### src/rtl/txq_td_pkg.sv
package txq_td_pkg;

    typedef enum logic [2:0] {
        TD_IDLE,
        TD_DRAIN,
        TD_WAIT_RESP,
        TD_MARK_DESC,
        TD_FINISH
    } td_state_t;

    localparam logic [1:0] SEL_CMD   = 2'd0;
    localparam logic [1:0] SEL_HEAD  = 2'd1;
    localparam logic [1:0] SEL_COMPL = 2'd2;

endpackage

### src/rtl/txq_td_inflight.sv
module txq_td_inflight #(
    parameter int CNT_W = 4
) (
    input  logic             clk,
    input  logic             rst_n,
    input  logic             start_fire,
    input  logic             seg_sent,
    input  logic             seg_last,
    input  logic             resp_valid,
    input  logic             resp_err,
    output logic             msg_active,
    output logic [CNT_W-1:0] outstanding,
    output logic             cnt_zero
);
    localparam logic [CNT_W-1:0] CNT_MAX = '1;

    assign cnt_zero = (outstanding == '0);

    // Message activity: ends on the last segment or on an error response.
    always_ff @(posedge clk or negedge rst_n) begin
        if (!rst_n) begin
            msg_active <= 1'b0;
        end else if (start_fire) begin
            msg_active <= 1'b1;
        end else if (resp_valid && resp_err) begin
            msg_active <= 1'b0;
        end else if (seg_sent && seg_last) begin
            msg_active <= 1'b0;
        end
    end

    // Order-free in-flight segment count.
    always_ff @(posedge clk or negedge rst_n) begin
        if (!rst_n) begin
            outstanding <= '0;
        end else begin
            unique case ({seg_sent, resp_valid})
                2'b10:   outstanding <= outstanding + 1'b1;
                2'b01:   outstanding <= outstanding - 1'b1;
                default: outstanding <= outstanding;
            endcase
        end
    end


    no_overflow_chk: assert property (@(posedge clk) disable iff (!rst_n)
        (seg_sent && !resp_valid) |-> (outstanding != CNT_MAX));


    no_underflow_chk: assert property (@(posedge clk) disable iff (!rst_n)
        (resp_valid && !seg_sent) |-> !cnt_zero);


    same_cycle_hold_chk: assert property (@(posedge clk) disable iff (!rst_n)
        (seg_sent && resp_valid) |=> $stable(outstanding));


    err_stops_chk: assert property (@(posedge clk) disable iff (!rst_n)
        (resp_valid && resp_err && !start_fire) |=> !msg_active);

endmodule

### src/rtl/txq_td_regs.sv
module txq_td_regs
    import txq_td_pkg::*;
#(
    parameter int ADDR_W = 32
) (
    input  logic              clk,
    input  logic              rst_n,
    input  logic              wr_en,
    input  logic [1:0]        wr_sel,
    input  logic [ADDR_W-1:0] wr_data,
    input  logic              hw_clr_cmd,
    input  logic              hw_retire,
    input  logic              hw_halt,
    output logic [ADDR_W-1:0] head_ptr,
    output logic [ADDR_W-1:0] compl_ptr,
    output logic              td_cmd,
    output logic              halted
);
    localparam logic [ADDR_W-1:0] DONE_PTR = {{(ADDR_W-2){1'b1}}, 2'b00};

    logic wr_cmd, wr_head, wr_compl;

    assign wr_cmd   = wr_en && (wr_sel == SEL_CMD);
    assign wr_head  = wr_en && (wr_sel == SEL_HEAD);
    assign wr_compl = wr_en && (wr_sel == SEL_COMPL);

    always_ff @(posedge clk or negedge rst_n) begin
        if (!rst_n) begin
            head_ptr  <= '0;
            compl_ptr <= '0;
            td_cmd    <= 1'b0;
            halted    <= 1'b0;
        end else begin
            if (hw_retire) begin
                head_ptr <= '0;
            end else if (wr_head) begin
                head_ptr <= wr_data;
            end

            if (hw_retire) begin
                compl_ptr <= DONE_PTR;
            end else if (wr_compl) begin
                compl_ptr <= wr_data;
            end

            if (hw_clr_cmd) begin
                td_cmd <= 1'b0;
            end else if (wr_cmd && wr_data[0]) begin
                td_cmd <= 1'b1;
            end

            if (hw_halt) begin
                halted <= 1'b1;
            end else if (wr_head) begin
                halted <= 1'b0;
            end
        end
    end


    cmd_cleared_chk: assert property (@(posedge clk) disable iff (!rst_n)
        hw_clr_cmd |=> !td_cmd);


    retire_values_chk: assert property (@(posedge clk) disable iff (!rst_n)
        hw_retire |=> (head_ptr == '0) && (compl_ptr == DONE_PTR));

endmodule

### src/rtl/txq_td_fsm.sv
module txq_td_fsm
    import txq_td_pkg::*;
(
    input  logic clk,
    input  logic rst_n,
    input  logic td_cmd,
    input  logic msg_active,
    input  logic cnt_zero,
    input  logic q_has_desc,
    input  logic desc_wr_ack,
    output logic in_idle,
    output logic desc_wr_req,
    output logic hw_clr_cmd,
    output logic hw_retire,
    output logic hw_halt,
    output logic q_irq
);
    td_state_t state_q, state_d;
    logic      mark_q;

    always_ff @(posedge clk or negedge rst_n) begin
        if (!rst_n) begin
            state_q <= TD_IDLE;
        end else begin
            state_q <= state_d;
        end
    end

    // Remembers which completion path was chosen.
    always_ff @(posedge clk or negedge rst_n) begin
        if (!rst_n) begin
            mark_q <= 1'b0;
        end else if (state_q == TD_WAIT_RESP && cnt_zero) begin
            mark_q <= q_has_desc;
        end else if (state_q == TD_IDLE) begin
            mark_q <= 1'b0;
        end
    end

    always_comb begin
        state_d = state_q;
        unique case (state_q)
            TD_IDLE:      if (td_cmd) state_d = TD_DRAIN;
            TD_DRAIN:     if (!msg_active) state_d = TD_WAIT_RESP;
            TD_WAIT_RESP: if (cnt_zero) state_d = q_has_desc ? TD_MARK_DESC : TD_FINISH;
            TD_MARK_DESC: if (desc_wr_ack) state_d = TD_FINISH;
            TD_FINISH:    state_d = TD_IDLE;
            default:      state_d = TD_IDLE;
        endcase
    end

    always_comb begin
        in_idle     = (state_q == TD_IDLE);
        desc_wr_req = (state_q == TD_MARK_DESC);
        hw_clr_cmd  = (state_q == TD_FINISH);
        hw_halt     = (state_q == TD_FINISH);
        hw_retire   = (state_q == TD_FINISH) && mark_q;
        q_irq       = (state_q == TD_FINISH) && mark_q;
    end


    finish_drained_chk: assert property (@(posedge clk) disable iff (!rst_n)
        (state_q == TD_FINISH) |-> (cnt_zero && !msg_active));


    req_held_chk: assert property (@(posedge clk) disable iff (!rst_n)
        (desc_wr_req && !desc_wr_ack) |=> desc_wr_req);


    irq_pulse_chk: assert property (@(posedge clk) disable iff (!rst_n)
        q_irq |=> !q_irq);

endmodule

### src/rtl/txq_td_ctrl.sv
module txq_td_ctrl #(
    parameter int ADDR_W = 32,
    parameter int CNT_W  = 4
) (
    input  logic              clk,
    input  logic              rst_n,
    input  logic              reg_wr_en,
    input  logic [1:0]        reg_wr_sel,
    input  logic [ADDR_W-1:0] reg_wr_data,
    input  logic              msg_start_req,
    output logic              msg_start_ok,
    output logic              seg_send_ok,
    input  logic              seg_sent,
    input  logic              seg_last,
    input  logic              resp_valid,
    input  logic              resp_err,
    input  logic              q_has_desc,
    output logic              desc_wr_req,
    output logic [ADDR_W-1:0] desc_wr_addr,
    input  logic              desc_wr_ack,
    output logic              q_irq,
    output logic              td_cmd,
    output logic [ADDR_W-1:0] head_ptr,
    output logic [ADDR_W-1:0] compl_ptr,
    output logic              q_halted
);
    logic             msg_active, cnt_zero, in_idle, start_fire;
    logic             hw_clr_cmd, hw_retire, hw_halt;
    logic [CNT_W-1:0] outstanding;

    assign msg_start_ok = in_idle && !td_cmd && !q_halted && !msg_active;
    assign start_fire   = msg_start_req && msg_start_ok;
    assign seg_send_ok  = msg_active;
    assign desc_wr_addr = head_ptr;

    txq_td_inflight #(.CNT_W(CNT_W)) i_inflight (
        .clk(clk), .rst_n(rst_n), .start_fire(start_fire),
        .seg_sent(seg_sent), .seg_last(seg_last),
        .resp_valid(resp_valid), .resp_err(resp_err),
        .msg_active(msg_active), .outstanding(outstanding), .cnt_zero(cnt_zero)
    );

    txq_td_regs #(.ADDR_W(ADDR_W)) i_regs (
        .clk(clk), .rst_n(rst_n), .wr_en(reg_wr_en), .wr_sel(reg_wr_sel),
        .wr_data(reg_wr_data), .hw_clr_cmd(hw_clr_cmd), .hw_retire(hw_retire),
        .hw_halt(hw_halt), .head_ptr(head_ptr), .compl_ptr(compl_ptr),
        .td_cmd(td_cmd), .halted(q_halted)
    );

    txq_td_fsm i_fsm (
        .clk(clk), .rst_n(rst_n), .td_cmd(td_cmd), .msg_active(msg_active),
        .cnt_zero(cnt_zero), .q_has_desc(q_has_desc), .desc_wr_ack(desc_wr_ack),
        .in_idle(in_idle), .desc_wr_req(desc_wr_req), .hw_clr_cmd(hw_clr_cmd),
        .hw_retire(hw_retire), .hw_halt(hw_halt), .q_irq(q_irq)
    );


    no_start_in_td_chk: assert property (@(posedge clk) disable iff (!rst_n)
        td_cmd |-> !msg_start_ok);


    halted_blocks_chk: assert property (@(posedge clk) disable iff (!rst_n)
        q_halted |-> !msg_start_ok);


    quiet_path_chk: assert property (@(posedge clk) disable iff (!rst_n)
        (hw_clr_cmd && !q_irq && !reg_wr_en) |=> ($stable(head_ptr) && $stable(compl_ptr)));

endmodule

### config.mk
export PLATFORM = sky130hd
export DESIGN_NAME = txq_td_ctrl
export DESIGN_NICKNAME = d
export VERILOG_FILES = /design/src/rtl/txq_td_pkg.sv /design/src/rtl/txq_td_inflight.sv /design/src/rtl/txq_td_regs.sv /design/src/rtl/txq_td_fsm.sv /design/src/rtl/txq_td_ctrl.sv
export SDC_FILE = /design/constraint.sdc
export NUM_CORES = 1
export LEC_CHECK = 0
export BUFFER_PORTS_ARGS = -buffer_cell sky130_fd_sc_hd__buf_2
export CORE_UTILIZATION = 43
export DETAILED_ROUTE_END_ITERATION = 10
export PLACE_DENSITY = 0.85
export RECOVER_POWER = 25
export REMOVE_ABC_BUFFERS = 1
export SLEW_MARGIN = 20
export SYNTH_ARGS = -nofsm -noshare
export SYNTH_HDL_FRONTEND = slang
export SYNTH_SLANG_ARGS = --single-unit
export TNS_END_PERCENT = 10
### constraint.sdc
create_clock -name clk -period 1.3 [get_ports clk]
set_input_delay 0.26 -clock clk [delete_from_list [all_inputs] [get_ports clk]]
set_output_delay 0.26 -clock clk [all_outputs]
set_load 0.01 [all_outputs]
# [After elaboration in Yosys (flattened, before gate mapping)]
# Cells that the tools add are included.
[classes] n_addsub=2 n_eq_ne=12 n_mux=20 reduce_logical=26
[op_table] cell="32-bit 2-to-1 mux" n=4
[op_table] cell="3-bit 2-to-1 mux" n=5
[op_table] cell="1-bit logical AND" n=12
[op_table] cell="3-bit one-hot mux with 4 select lines" n=1
[op_table] cell="2-bit nonzero test" n=6
[op_table] cell="1-bit 2-to-1 mux" n=9
[op_table] cell="4-bit one-hot mux with 2 select lines" n=1
[op_table] cell="3-bit by 2-bit equality test with 1-bit output, second input constant" n=2
[op_table] cell="2-bit by 1-bit != test with 1-bit output, second input constant" n=3
[op_table] cell="4-bit by 1-bit adder with 4-bit output, second input constant" n=1
[op_table] cell="2-bit by 1-bit equality test with 1-bit output, second input constant" n=2
[op_table] cell="2-bit equality test, second input constant" n=2
[op_table] cell="4-bit logical NOT" n=1
[op_table] cell="4-bit AND reduction" n=1
[op_table] cell="4-bit by 1-bit subtractor with 4-bit output, second input constant" n=1
[op_table] cell="3-bit by 1-bit equality test with 1-bit output, second input constant" n=1
[op_table] cell="3-bit equality test, second input constant" n=1
[op_table] cell="1-bit logical NOT" n=3
[op_table] cell="3-bit logical NOT" n=1
[op_table] cell="3-bit nonzero test" n=1
[op_table] cell="2-bit logical NOT" n=1
[op_table] cell="2-bit != test, second input constant" n=1
[totals] register_bits=75 in_bits=44 out_inout_bits=102 elab_cells=68

# [Longest topological paths before layout]
# Gate-level depths: netlist (run 1).
[logic_depth] depth_word=6 mapped_depth=7 mapped_depth_nobuf=7

# [By module]
# A second synthesis (run 1) with hierarchy kept.
[hier_totals] cells_unflattened=374 area_unflattened_um2=3975.1
[by_module_without_submodules] module="txq_td_regs" n_inst=1 cells_per_inst=286 area_each_um2=3161.8 seq_area_each_um2=1651.6
[by_module_without_submodules] module="txq_td_inflight" n_inst=1 cells_per_inst=27 area_each_um2=297.8 seq_area_each_um2=125.1
[by_module_without_submodules] module="txq_td_ctrl" n_inst=1 cells_per_inst=34 area_each_um2=270.3 seq_area_each_um2=0.0
[by_module_without_submodules] module="txq_td_fsm" n_inst=1 cells_per_inst=27 area_each_um2=245.2 seq_area_each_um2=100.1

# [Least setup slack after synthesis (run 1)]
# Ideal clock, no wire load.
[synth_path] kind="input port to flip-flop" start="input seg_sent" end="register i_inflight.outstanding[3]" setup_ns=0.086 t_arrival_ns=1.440 path_slack_ns=-0.226 path_stages=6 n_path_buf=1 cell_sequence="inv_1 -> ha_1 -> clkbuf_1 -> or4b_1 -> a21o_1 -> o221ai_2"
[synth_via] elab_chain_cells=2 word_cells_on_any_way=4
[synth_lines] element="start: declaration" line="txq_td_ctrl.sv:13" source="input logic seg_sent,"
[synth_lines] element="2-bit by 1-bit equality test with 1-bit output / 2-bit equality test (equally long branches)" line="txq_td_inflight.sv:37" source="unique case ({seg_sent, resp_valid})"
[synth_lines] element="4-bit one-hot mux with 2 select lines / 2-bit nonzero test (equally long branches)"
[synth_lines] element="end signal: assignment" line="txq_td_inflight.sv:38" source="2'b10: outstanding <= outstanding + 1'b1;"
[synth_lines] element="end signal: assignment" line="txq_td_inflight.sv:39" source="2'b01: outstanding <= outstanding - 1'b1;"
[synth_lines] element="end signal: assignment" line="txq_td_inflight.sv:40" source="default: outstanding <= outstanding;"
[synth_lines] element="end: declaration" line="txq_td_inflight.sv:12" source="output logic [CNT_W-1:0] outstanding,"
# Parallel ways exist; a longest one is shown, timed or not.
# A chain may end at the register's enable or synchronous reset.

# [Final worst setup path (run 1)]
[layout_path] start="register i_fsm.state_q[1]" end="output msg_start_ok"
[layout_via] elab_chain_cells=4
[layout_lines] element="start: declaration" line="txq_td_fsm.sv:18" source="td_state_t state_q, state_d;"
[layout_lines] element="start signal: assignment" line="txq_td_fsm.sv:25" source="state_q <= state_d;"
[layout_lines] element="3-bit logical NOT" line="txq_td_fsm.sv:53" source="in_idle = (state_q == TD_IDLE);"
[layout_lines] element="1-bit logical AND (3 in series)" line="txq_td_ctrl.sv:31" source="assign msg_start_ok = in_idle && !td_cmd && !q_halted && !msg_active;"
[layout_lines] element="end: declaration" line="txq_td_ctrl.sv:11" source="output logic msg_start_ok,"
# Every way passes these cells.

==> metrics, run 1 <==
Std-Cell Rows=32; busiest grt layer=met2; Inst Count DP=597; Post-synth ARST share=1.000; area taken by multi-input logic gates=1275 sq um; global-route met3 utilization=0.03731; Slew @ Worst Pin=0.6711 ns; max cap viols=0; WP data arrival=1.55 ns; Final Worst Setup Slack=-0.5108 ns; Hold Crit Start=reg_wr_data[17]; Setup crit end=msg_start_ok; Die Area=8408 sq um; Ys Warns=0; GPL Wtd Cong=0.7786; Unique masters post-synth=38; # setup viols final=41; worst-path maximum fanout=2; RSZ-0062 raised after global routing=yes; die height=91.70 um; WS Path Type=reg2out; drt first-iter violations=120; GRT Total Usage=0.2211; met1 usage=0.2800; CTS tree=done; routed vias/inst=5.044; drt first pass iters=4; Worst path max stage delay=0.53 ns; met2 Resource Use GR=0.3885; Pwr per Cell Area=1774 nW/um^2; failing checks=setup timing; Slew Limit Fails=0; sequential area share after synthesis=0.5425; critical-path cell list=or4_1, nor3_2, buf_2; worst min path class=in2reg; status=finished with violations; WP data required=1.04 ns; Leak=2.427 nW; number of synthesized register bits=75; total wire length=9.067 mm; Longest Clk Path Bufs=2; worst reg2reg endpoint=i_inflight.outstanding[3]; Worst R2R Start=i_inflight.outstanding[1]; Worst-Skew Late Latency=0.34 ns; Final Power=8.103 mW; Num CTS Buffers=9; IO Count=146; Setup crit start kind=flip-flop; H-tree depth=3; routed len/inst=14.65 um; Post-Syn Area=3460 sq um; core area=7767 sq um; CP endpoint kind=primary output; fin nets=559; Port Buffers=145; DR vias=3122; synth-to-layout area growth=32.04%; Post-DP HPWL=6.211 mm; CTS clock-pin slew for the worst setup and hold paths=0.09 ns; drt drc=0; Slowest cell on crit path=or4_1; post-layout min period=1.811 ns; Critical Path Start=i_fsm.state_q[1]; Mean Syn Cell Area=9.128 sq um; Worst Skew=0.007131 ns; Most used DFF post-synth=dfrtp_1; CTS root buf=clkbuf_8; layout cells sized above 1=0.4023; Place WS=-0.4132 ns; register area=1877 sq um; Die Wd=91.70 um; relative slew slack=0.5526; GRT Residual Overflow=0; vias in the first global route=3073; period utilisation layout=1.393; Worst Hold Depth=3; Routed Antenna Nets=0; first-pass GRT wire length=14.71 mm; # diodes=0; Fmax achieved=552.2 MHz; Largest delay share family, worst path=simple AND/OR/NAND/NOR gates; Fin. Hold Viols=0; Initial Utilization=0.4454; Max VDD drop=0.9288 mV; fillers=701; worst reg2reg setup slack=-0.16 ns; number of synthesized flops with an enable pin=0; Syn Inst Count=379; CTS Sinks=75; Layout Cells excl Fill=619; largest net degree at the start of global routing=76; initial antenna violation count=0; Worst Path Buf+Inv=1; reg2reg path depth=3; Crit. path cell count=3
==> cells by family (layout without fill, tap and decap cells) <==
logic type | Yosys count | count (layout) | synth area share
compound gates | 52 | 52 | 0.09367
xor+xnor | 3 | 3 | 0.007596
fa+ha+maj | 3 | 3 | 0.01085
buf+inv | 60 | 198 | 0.1023
flops | 75 | 75 | 0.5425
mux | 3 | 3 | 0.009042
simple gates | 183 | 183 | 0.2340
==> layout make-up <==
| type | instances | area share |
|---|---|---|
| clock buffer | 10 | 0.03013 |
| clock inverter | 6 | 0.01945 |
| inverter | 5 | 0.004108 |
| multi-input combinational | 244 | 0.2791 |
| sequential | 75 | 0.4108 |
| tap | 102 | 0.02794 |
| timing repair buffer | 177 | 0.2284 |
==> registers in the layout (all words and copies together), names as in the netlist <==
name and count:
i_regs.head_ptr 32, i_inflight.msg_active 1, i_regs.td_cmd 1, i_regs.compl_ptr 32, i_fsm.state_q 3, i_inflight.outstanding 4
i_fsm.mark_q 1, i_regs.halted 1
==> cells in the final DEF, fill, tap and decap left out, types with 3 or more instances in the layout <==
cell and instances:
buf_4 22, a21oi_1 35, dfrtp_1 75, buf_6 5, nor2_1 3, nand3b_1 3, clkbuf_8 10, inv_1 3
buf_2 143, nand2_1 130, nand3_1 29, buf_12 3
==> stage by stage <==
step	setup TNS (ns)	util	area (sq um)	hold slack, ns
3_5_place_dp	-3.046	0.5424	4213	0.3076
2_1_floorplan	-30.11	-	3124	-0.03559
6_report	-4.813	0.5881	4568	0.1459
5_1_grt	-9.554	0.5881	4568	0.1361
4_1_cts	-5.803	0.5815	4517	0.1318
3_3_place_gp	-0.8788	0.5424	4213	0.3039
==> timing repair <==
action                                 4_1_cts  5_1_grt
pin swaps                                    6        1
gates cloned                                 0        1
setup endpoints to repair                   73       61
resized for setup                           11        7
endpoints found under the hold margin       75        0
setup buffers                                4        2
hold buffers                                 1        0
==> tightest hold or removal path, delay by kind of cell <==
family | cells | cell delay [ns]
AND/OR/NAND/NOR | 2 | 0.10
buffers and inverters | 1 | 0.08
==> cells in the mapped netlist (2+ instances only) <==
master      n  area (sq um)
a22o_1      2         17.52
xnor2_1     2         17.52
and3b_1     2         17.52
o21ai_0     2         10.01
buf_4      32         240.2
nor2_1      4         15.01
a211oi_1    3         22.52
nand2_1   130         488.0
a21oi_1    37         185.2
nor3b_1     2         15.01
nor2b_1     2         12.51
mux2i_1     2         20.02
nand3_1    31         155.2
inv_1       4         15.01
or4_1       2         15.01
clkbuf_1   16         60.06
dfrtp_1    75          1877
buf_2       7         35.03
ha_1        3         37.54
nand3b_1    3         22.52
==> where the power goes <==
| part | leakage [nW] | internal, mW | switching (mW) |
|---|---|---|---|
| sequential | 0.929 | 2.90 | 0.434 |
| clock | 0.108 | 1.13 | 0.877 |
| combinational | 1.39 | 1.33 | 1.43 |
| total | 2.43 | 5.36 | 2.74 |
==> metal layers <==
metal	vias to the layer above	routed length [um]
met2	120	4659
li1	1482	-
met5	-	0
met1	1508	3760
met3	12	560
met4	0	86
==> worst min path at each step <==
stage | endpoint | slack (ns)
2_1_floorplan | i_fsm.mark_q | -0.04
6_report | i_regs.compl_ptr[17] | 0.15
3_5_place_dp | i_inflight.outstanding[3] | 0.31
3_3_place_gp | i_inflight.msg_active | 0.30
4_1_cts | i_regs.compl_ptr[17] | 0.13
5_1_grt | i_regs.compl_ptr[19] | 0.14
(Power assumes the default switching activity.)
==> inputs of run 2 (changes only) <==
Settings changed: CORE_UTILIZATION 43 to 48, PLACE_DENSITY 0.85 to 0.89.
Clock period 1.3 ns to 1.8 ns, I/O delays scaled along.
==> run 2 against run 1 <==
First-iteration DRC count shrank 15%. Largest power group unchanged. Total power is 31% lower. Combinational power shrank 37%. Setup slack better by 0.31 ns. Clock power is 30% lower. The flow still finishes with violations (setup timing). Wire length shrank 4.3%. Design area shrank 5.3%. Highest routed layer unchanged.
==> metrics, run 2 (synthesized netlist as in run 1, its figures left out) <==
Fin. Hold Viols=0 (unchanged); worst reg2reg setup slack=0.28 ns (+0.44 ns); core area=6869 sq um (-12%); GRT Total Usage=0.2408 (+0.01970); WS Path Type=reg2out; Place WS=-0.02677 ns (+0.3864 ns); register area=1877 sq um (unchanged); synth-to-layout area growth=25.10%; Worst Hold Depth=3 (unchanged); Std-Cell Rows=30 (-6.3%); largest net degree at the start of global routing=42 (-45%); drt first pass iters=4 (unchanged); Critical Path Start=i_fsm.state_q[1]; CTS tree=done; worst min path class=in2reg; failing checks=setup timing; Worst Skew=0.01045 ns (+0.003320 ns); Worst R2R Start=i_fsm.state_q[1]; Worst-Skew Late Latency=0.33 ns (about the same); internal power=3.715 mW (-31%); H-tree depth=3 (unchanged); DR vias=3043 (-2.5%); Leak=2.320 nW (-4.4%); Min-Delay Endpoint=i_regs.compl_ptr[21]; period utilisation layout=1.111; top flop regs=i_regs.compl_ptr: 32 flops, i_regs.head_ptr: 32 flops, i_inflight.outstanding: 4 flops; status=finished with violations; Flop pwr share=0.438 (+0.027); Psw=1.878 mW (-32%); Clk pwr share=0.252 (+0.004); layout cells sized above 1=0.3673 (-0.03506); routed vias/inst=5.097 (+1.1%); Port Buffers=145 (unchanged); Layout Cells excl Fill=597 (-3.6%); Routed Antenna Nets=0 (unchanged); routed len/inst=14.53 um (-0.80%); Setup crit start kind=flip-flop; post-layout min period=1.999 ns; Hold Crit Start=reg_wr_data[21]; initial antenna violation count=0 (unchanged); CP endpoint kind=primary output; CTS clock-pin slew for the worst setup and hold paths=0.08 ns (about the same); die height=86.90 um (-5.2%); total wire length=8.675 mm (-4.3%); Comb pwr share=0.310 (-0.031); fillers=601 (-14%); Post-DP HPWL=6.141 mm (-1.1%); relative slew slack=0.4105 (-0.1421); Fmax achieved=500.2 MHz; drt first-iter violations=102 (-15%); Sw Ratio=0.3358 (-0.002858); area taken by multi-input logic gates=1239 sq um (-2.8%); Initial Utilization=0.5036 (+0.05825); Longest Clk Path Bufs=2 (unchanged); worst reg2reg endpoint=i_regs.head_ptr[26]; worst-path maximum fanout=5 (+3); drt drc=0 (unchanged); CTS root buf=clkbuf_8; WP data arrival=1.64 ns (+0.09 ns); most frequent cells in the layout=buf_2 (144), nand2_1 (130), dfrtp_1 (75), a21oi_1 (37), nand3_1 (31); GPL Wtd Cong=0.8538 (+9.7%); # diodes=0 (unchanged); Die Area=7551 sq um (-10%); WP data required=1.44 ns (+0.40 ns); commonest non-fill, non-tap cell in the layout=buf_2; Inst Count DP=578 (-3.2%); Hold Worst Slack=0.2569 ns (+0.1110 ns); Pwr per Cell Area=1292 nW/um^2 (-27%); # setup viols final=2 (-95%); Slew Limit Fails=0 (unchanged); Max VDD drop=0.7041 mV (-24%); Slew @ Worst Pin=0.8843 ns (+0.2132 ns); Die Wd=86.90 um (-5.2%); IO Count=146 (unchanged); reg2reg path depth=5 (+2); RSZ-0062 raised after global routing=yes; max cap viols=0 (unchanged); GRT Residual Overflow=0 (unchanged); Num CTS Buffers=9 (unchanged); first-pass GRT wire length=13.99 mm (-4.9%); fin nets=544 (-2.7%); vias in the first global route=2987 (-2.8%); Final Worst Setup Slack=-0.1992 ns (+0.3117 ns); CTS Sinks=75 (unchanged)
==> run 2: stage by stage <==
step | power (mW) | util | setup TNS (ns) | instance area [sq um]
3_5_place_dp | 4.138 | 0.5944 | -0.02677 | 4083
6_report | 5.593 | 0.6301 | -0.2618 | 4328
3_3_place_gp | 4.040 | 0.5944 | 0 | 4083
5_1_grt | 5.925 | 0.6301 | -0.4594 | 4328
4_1_cts | 5.573 | 0.6286 | -0.2843 | 4318
2_1_floorplan | 3.333 | - | -6.791 | 3124
==> run 2: layout make-up <==
type                    count  share of cell area
well taps                  96             0.02775
multi-input cells         244              0.2862
clock inverters             5             0.01792
inverters                   5            0.004915
repair buffers            162              0.1977
clock buffers              10             0.03180
flip-flops and latches     75              0.4337
==> run 2: layer usage <==
metal	share of wire	wire, um	global-route usage	vias to the layer above
li1	-	-	-	1450
met1	0.41	3581	0.2943	1469
met2	0.51	4438	0.4188	112
met3	0.064	553	0.04645	12
met4	0.012	102	0.09697	0
met5	0	0	0	-
==> run 2: repair_timing <==
item,4_1_cts,5_1_grt
hold buffers,1,0
gates resized for setup,1,2
endpoints found under the setup margin,2,2
hold endpoints to repair,34,0
buffers inserted,1,2
pin swaps,0,2
==> run 2: worst max-delay path: stages (launching register included) <==
cell and delay, ns:
dfrtp_1 0.43, or4_4 0.54, nor3_4 0.19, buf_2 0.16
==> run 2: worst max-delay path by stage <==
stage	endpoint	slack (ns)	cells past startpoint
2_1_floorplan	q_irq	-0.34	3
3_3_place_gp	i_inflight.outstanding[3]	0.03	6
3_5_place_dp	i_inflight.outstanding[3]	-0.03	6
4_1_cts	msg_start_ok	-0.20	3
5_1_grt	msg_start_ok	-0.26	3
6_report	msg_start_ok	-0.20	3
==> run 2: power by group through the flow <==
stage / combinational, mW / clock, mW / sequential, mW
2_1_floorplan: 0.663 / 0 / 2.67
3_3_place_gp: 1.60 / 0 / 2.44
3_5_place_dp: 1.67 / 0 / 2.47
4_1_cts: 1.70 / 1.44 / 2.44
5_1_grt: 1.92 / 1.50 / 2.50
6_report: 1.73 / 1.41 / 2.45
==> inputs of run 3 (changes only) <==
Settings changed: ABC_AREA from default to 1, CORE_MARGIN from default to 4, CORE_UTILIZATION 48 to 49, SYNTH_HIERARCHICAL from default to 1.
==> run 3 against run 2 <==
The run now ends clean. Wire length increased by 13%. Register-to-register slack lost 0.10 ns. Sequential power decreased by 2%. Largest power group unchanged.
==> metrics, run 3 <==
worst min path class=in2reg; die height=96.01 um (+10%); Post-Syn Area=3795 sq um (+9.7%); Adder-Cell Fraction of Synth Area=0.009891 (-0.0009587); Post-DP Area=4367 sq um (+7.0%); layout cells sized above 1=0.3972 (+0.02992); Post-DP HPWL=6.981 mm (+14%); total wire length=9.814 mm (+13%); CTS tree=done; CTS root buf=clkbuf_8; Unique masters post-synth=28 (-26%); Leak=2.704 nW (+17%); Final Power=5.912 mW (+5.7%); Crit path top cell by count=inv_2; Fin. Hold Viols=0 (unchanged); Setup crit start kind=flip-flop; post-synthesis compound-gate area fraction=0.01484 (-0.07883); drt drc=0 (unchanged); Slowest cell on crit path=dfrtp_1; Synth top cells by count=nand2_1 (118), nand3_1 (99), dfrtp_1 (75), buf_4 (41), or2_2 (23); largest net degree at the start of global routing=53 (+26%); Worst path max stage delay=0.41 ns (-0.13 ns); period utilisation layout=0.9817 (-0.1290); Post-Synth XOR/XNOR Area=0.006924 (-0.0006711); GRT Residual Overflow=0 (unchanged); CTS Sinks=75 (unchanged); post-layout min period=1.767 ns (-0.2322 ns); first-pass GRT wire length=15.50 mm (+11%); WS Path Type=reg2out; RSZ-0062 raised after global routing=yes; Mean Syn Cell Area=8.433 sq um (-7.6%); commonest non-fill, non-tap cell in the layout=buf_2; CTS clock-pin slew for the worst setup and hold paths=0.08 ns (about the same); routed vias/inst=5.168 (+1.4%); H-tree depth=3 (unchanged); Post-synth ARST share=1.000 (unchanged); synth-to-layout area growth=22.98%; Max VDD drop=0.7557 mV (+7.3%); count leader, synth=nand2_1; GRT Total Usage=0.2167 (-0.02419); Initial Utilization=0.5122 (+0.008602); Slew @ Worst Pin=0.7691 ns (-0.1152 ns); WP data arrival=1.41 ns (-0.23 ns); max cap viols=0 (unchanged); Worst-Skew Late Latency=0.34 ns (about the same); Worst Skew=0.009765 ns (-0.0006856 ns); routed len/inst=14.69 um (+1.1%); top cell type's share of synthesized area=0.4946 (-0.04794); top flop regs=i_regs/compl_ptr: 32 flops, i_regs/head_ptr: 32 flops, i_inflight/outstanding: 4 flops; Pwr per Cell Area=1267 nW/um^2 (-2.0%); drt first pass iters=4 (unchanged); GPL Wtd Cong=0.8708 (+2.0%); number of synthesized register bits=75 (unchanged); worst-path maximum fanout=3 (-2); status=complete, no violations; Num CTS Buffers=9 (unchanged); # diodes=0 (unchanged); fin nets=611 (+12%); most frequent cells in the layout=buf_2 (144), nand2_1 (117), nand3_1 (99), dfrtp_1 (73), or2_2 (23); vias in the first global route=3283 (+9.9%); Fmax achieved=565.9 MHz (+13%); mux share of post-synthesis cell area=0 (-0.009042); relative slew slack=0.4873 (+0.07678); CP endpoint kind=primary output; largest family of logic cells by synthesized area=simple AND/OR/NAND/NOR gates; drt first-iter violations=169 (+66%); DR vias=3452 (+13%); top post-synthesis cells by area=dfrtp_1 (49%), nand3_1 (13%), nand2_1 (12%); Longest Clk Path Bufs=2 (unchanged); Die Wd=96.01 um (+10%); Slew Limit Fails=0 (unchanged); Std-Cell Rows=31 (+3.3%); # setup viols final=0 (-2); critical-path cell list=nor2_4, nand2_2, inv_2, inv_2, nor2_2, nand2_1, inv_1, buf_2; initial antenna violation count=0 (unchanged); IO Count=146 (unchanged); WP data required=1.44 ns (about the same); Ys Warns=6 (+6); Yosys top cell by area=dfrtp_1; fin area=4667 sq um (+7.8%); Port Buffers=145 (unchanged); Die Area=9217 sq um (+22%); Most used DFF post-synth=dfrtp_1; Syn Inst Count=450 (+19%); Routed Antenna Nets=0 (unchanged); number of synthesized flops with an enable pin=0 (unchanged); sequential area share after synthesis=0.4946 (-0.04794); Synth Area in Simple Gates=0.3439 (+0.1099); core area=7408 sq um (+7.9%)
[run 3: cell types whose count changed after synthesis, moves of 11 or more]
cell / before / now
a21oi_1: 37 / 2
clkbuf_1: 16 / 5
inv_1: 4 / 19
nand2_1: 130 / 118
nand3_1: 31 / 99
or2_2: 0 / 23
[run 3: critical path: cells and delay by family, from the launching register on]
family | cells | cell delay (ns)
buffers and inverters | 4 | 0.26
flip-flops | 1 | 0.41
AND/OR/NAND/NOR | 4 | 0.39
[run 3: logic make-up (layout without fill, tap and decap cells)]
kind of cell             Yosys count  count (layout)
flip-flops                        75              75
adder cells (fa/ha/maj)            3               3
XOR/XNOR                           3               3
AO/OA/AOI/OAI                     10              10
AND/OR/NAND/NOR                  275             275
buffers and inverters             84             203
[run 3: what timing repair did]
| action | 4_1_cts | 5_1_grt |
|---|---|---|
| pin swaps | 0 | 1 |
| endpoints found under the setup margin | 2 | 2 |
| hold endpoints to repair | 27 | 0 |
| hold buffers | 1 | 0 |
| setup buffers | 2 | 2 |
| gates resized for setup | 6 | 4 |
[run 3: through the flow]
stage	setup WS, ns	setup TNS [ns]	hold WS, ns	instances	utilization
finish	0.03300	0	0.2488	668	0.6300
global route	-0.02956	-0.04306	0.2375	668	0.6300
CTS	-0.01866	-0.01866	0.2326	666	0.6274
detailed placement	0.08208	0	0.3121	647	0.5894
global placement	0.1762	0	0.3118	647	0.5894
floorplan	-0.6303	-27.09	0.06441	390	-
[run 3: layer usage]
layer / track usage / wire [um] / vias to the layer above
li1: - / - / 1651
met4: 0.06635 / 86 / 0
met2: 0.3818 / 4988 / 130
met5: 0 / 0 / -
met3: 0.04222 / 709 / 7
met1: 0.2668 / 4030 / 1664
[run 3: layout make-up]
cell class                      instances  area, sq um
Clock buffer                           13        168.9
Clock inverter                          3        68.82
Fill cell                             649         2741
Inverter                               24        90.09
Multi-Input combinational cell        291         1440
Sequential cell                        75         1879
Tap cell                               99        123.9
Timing Repair Buffer                  163        895.9
[run 3: power by group]
group,internal [mW],leakage (nW),switching [mW]
registers,2.09,0.930,0.316
clock network,0.898,0.120,0.602
logic,0.858,1.65,1.15
total,3.85,2.70,2.06
[run 3: final timing paths]
check                      slack [ns]                 startpoint                   end  cells after the start
min in group asynchronous        0.63                      rst_n      i_fsm/state_q[0]                      2
max in group asynchronous        0.48                      rst_n   i_regs/compl_ptr[7]                      3
max reg2reg                      0.18  i_inflight/outstanding[2]      i_fsm/state_q[1]                      7
max                              0.03           i_fsm/state_q[0]          msg_start_ok                      8
min reg2reg                      0.48       i_regs/compl_ptr[28]  i_regs/compl_ptr[28]                      2
min                              0.25            reg_wr_data[12]   i_regs/head_ptr[12]                      3
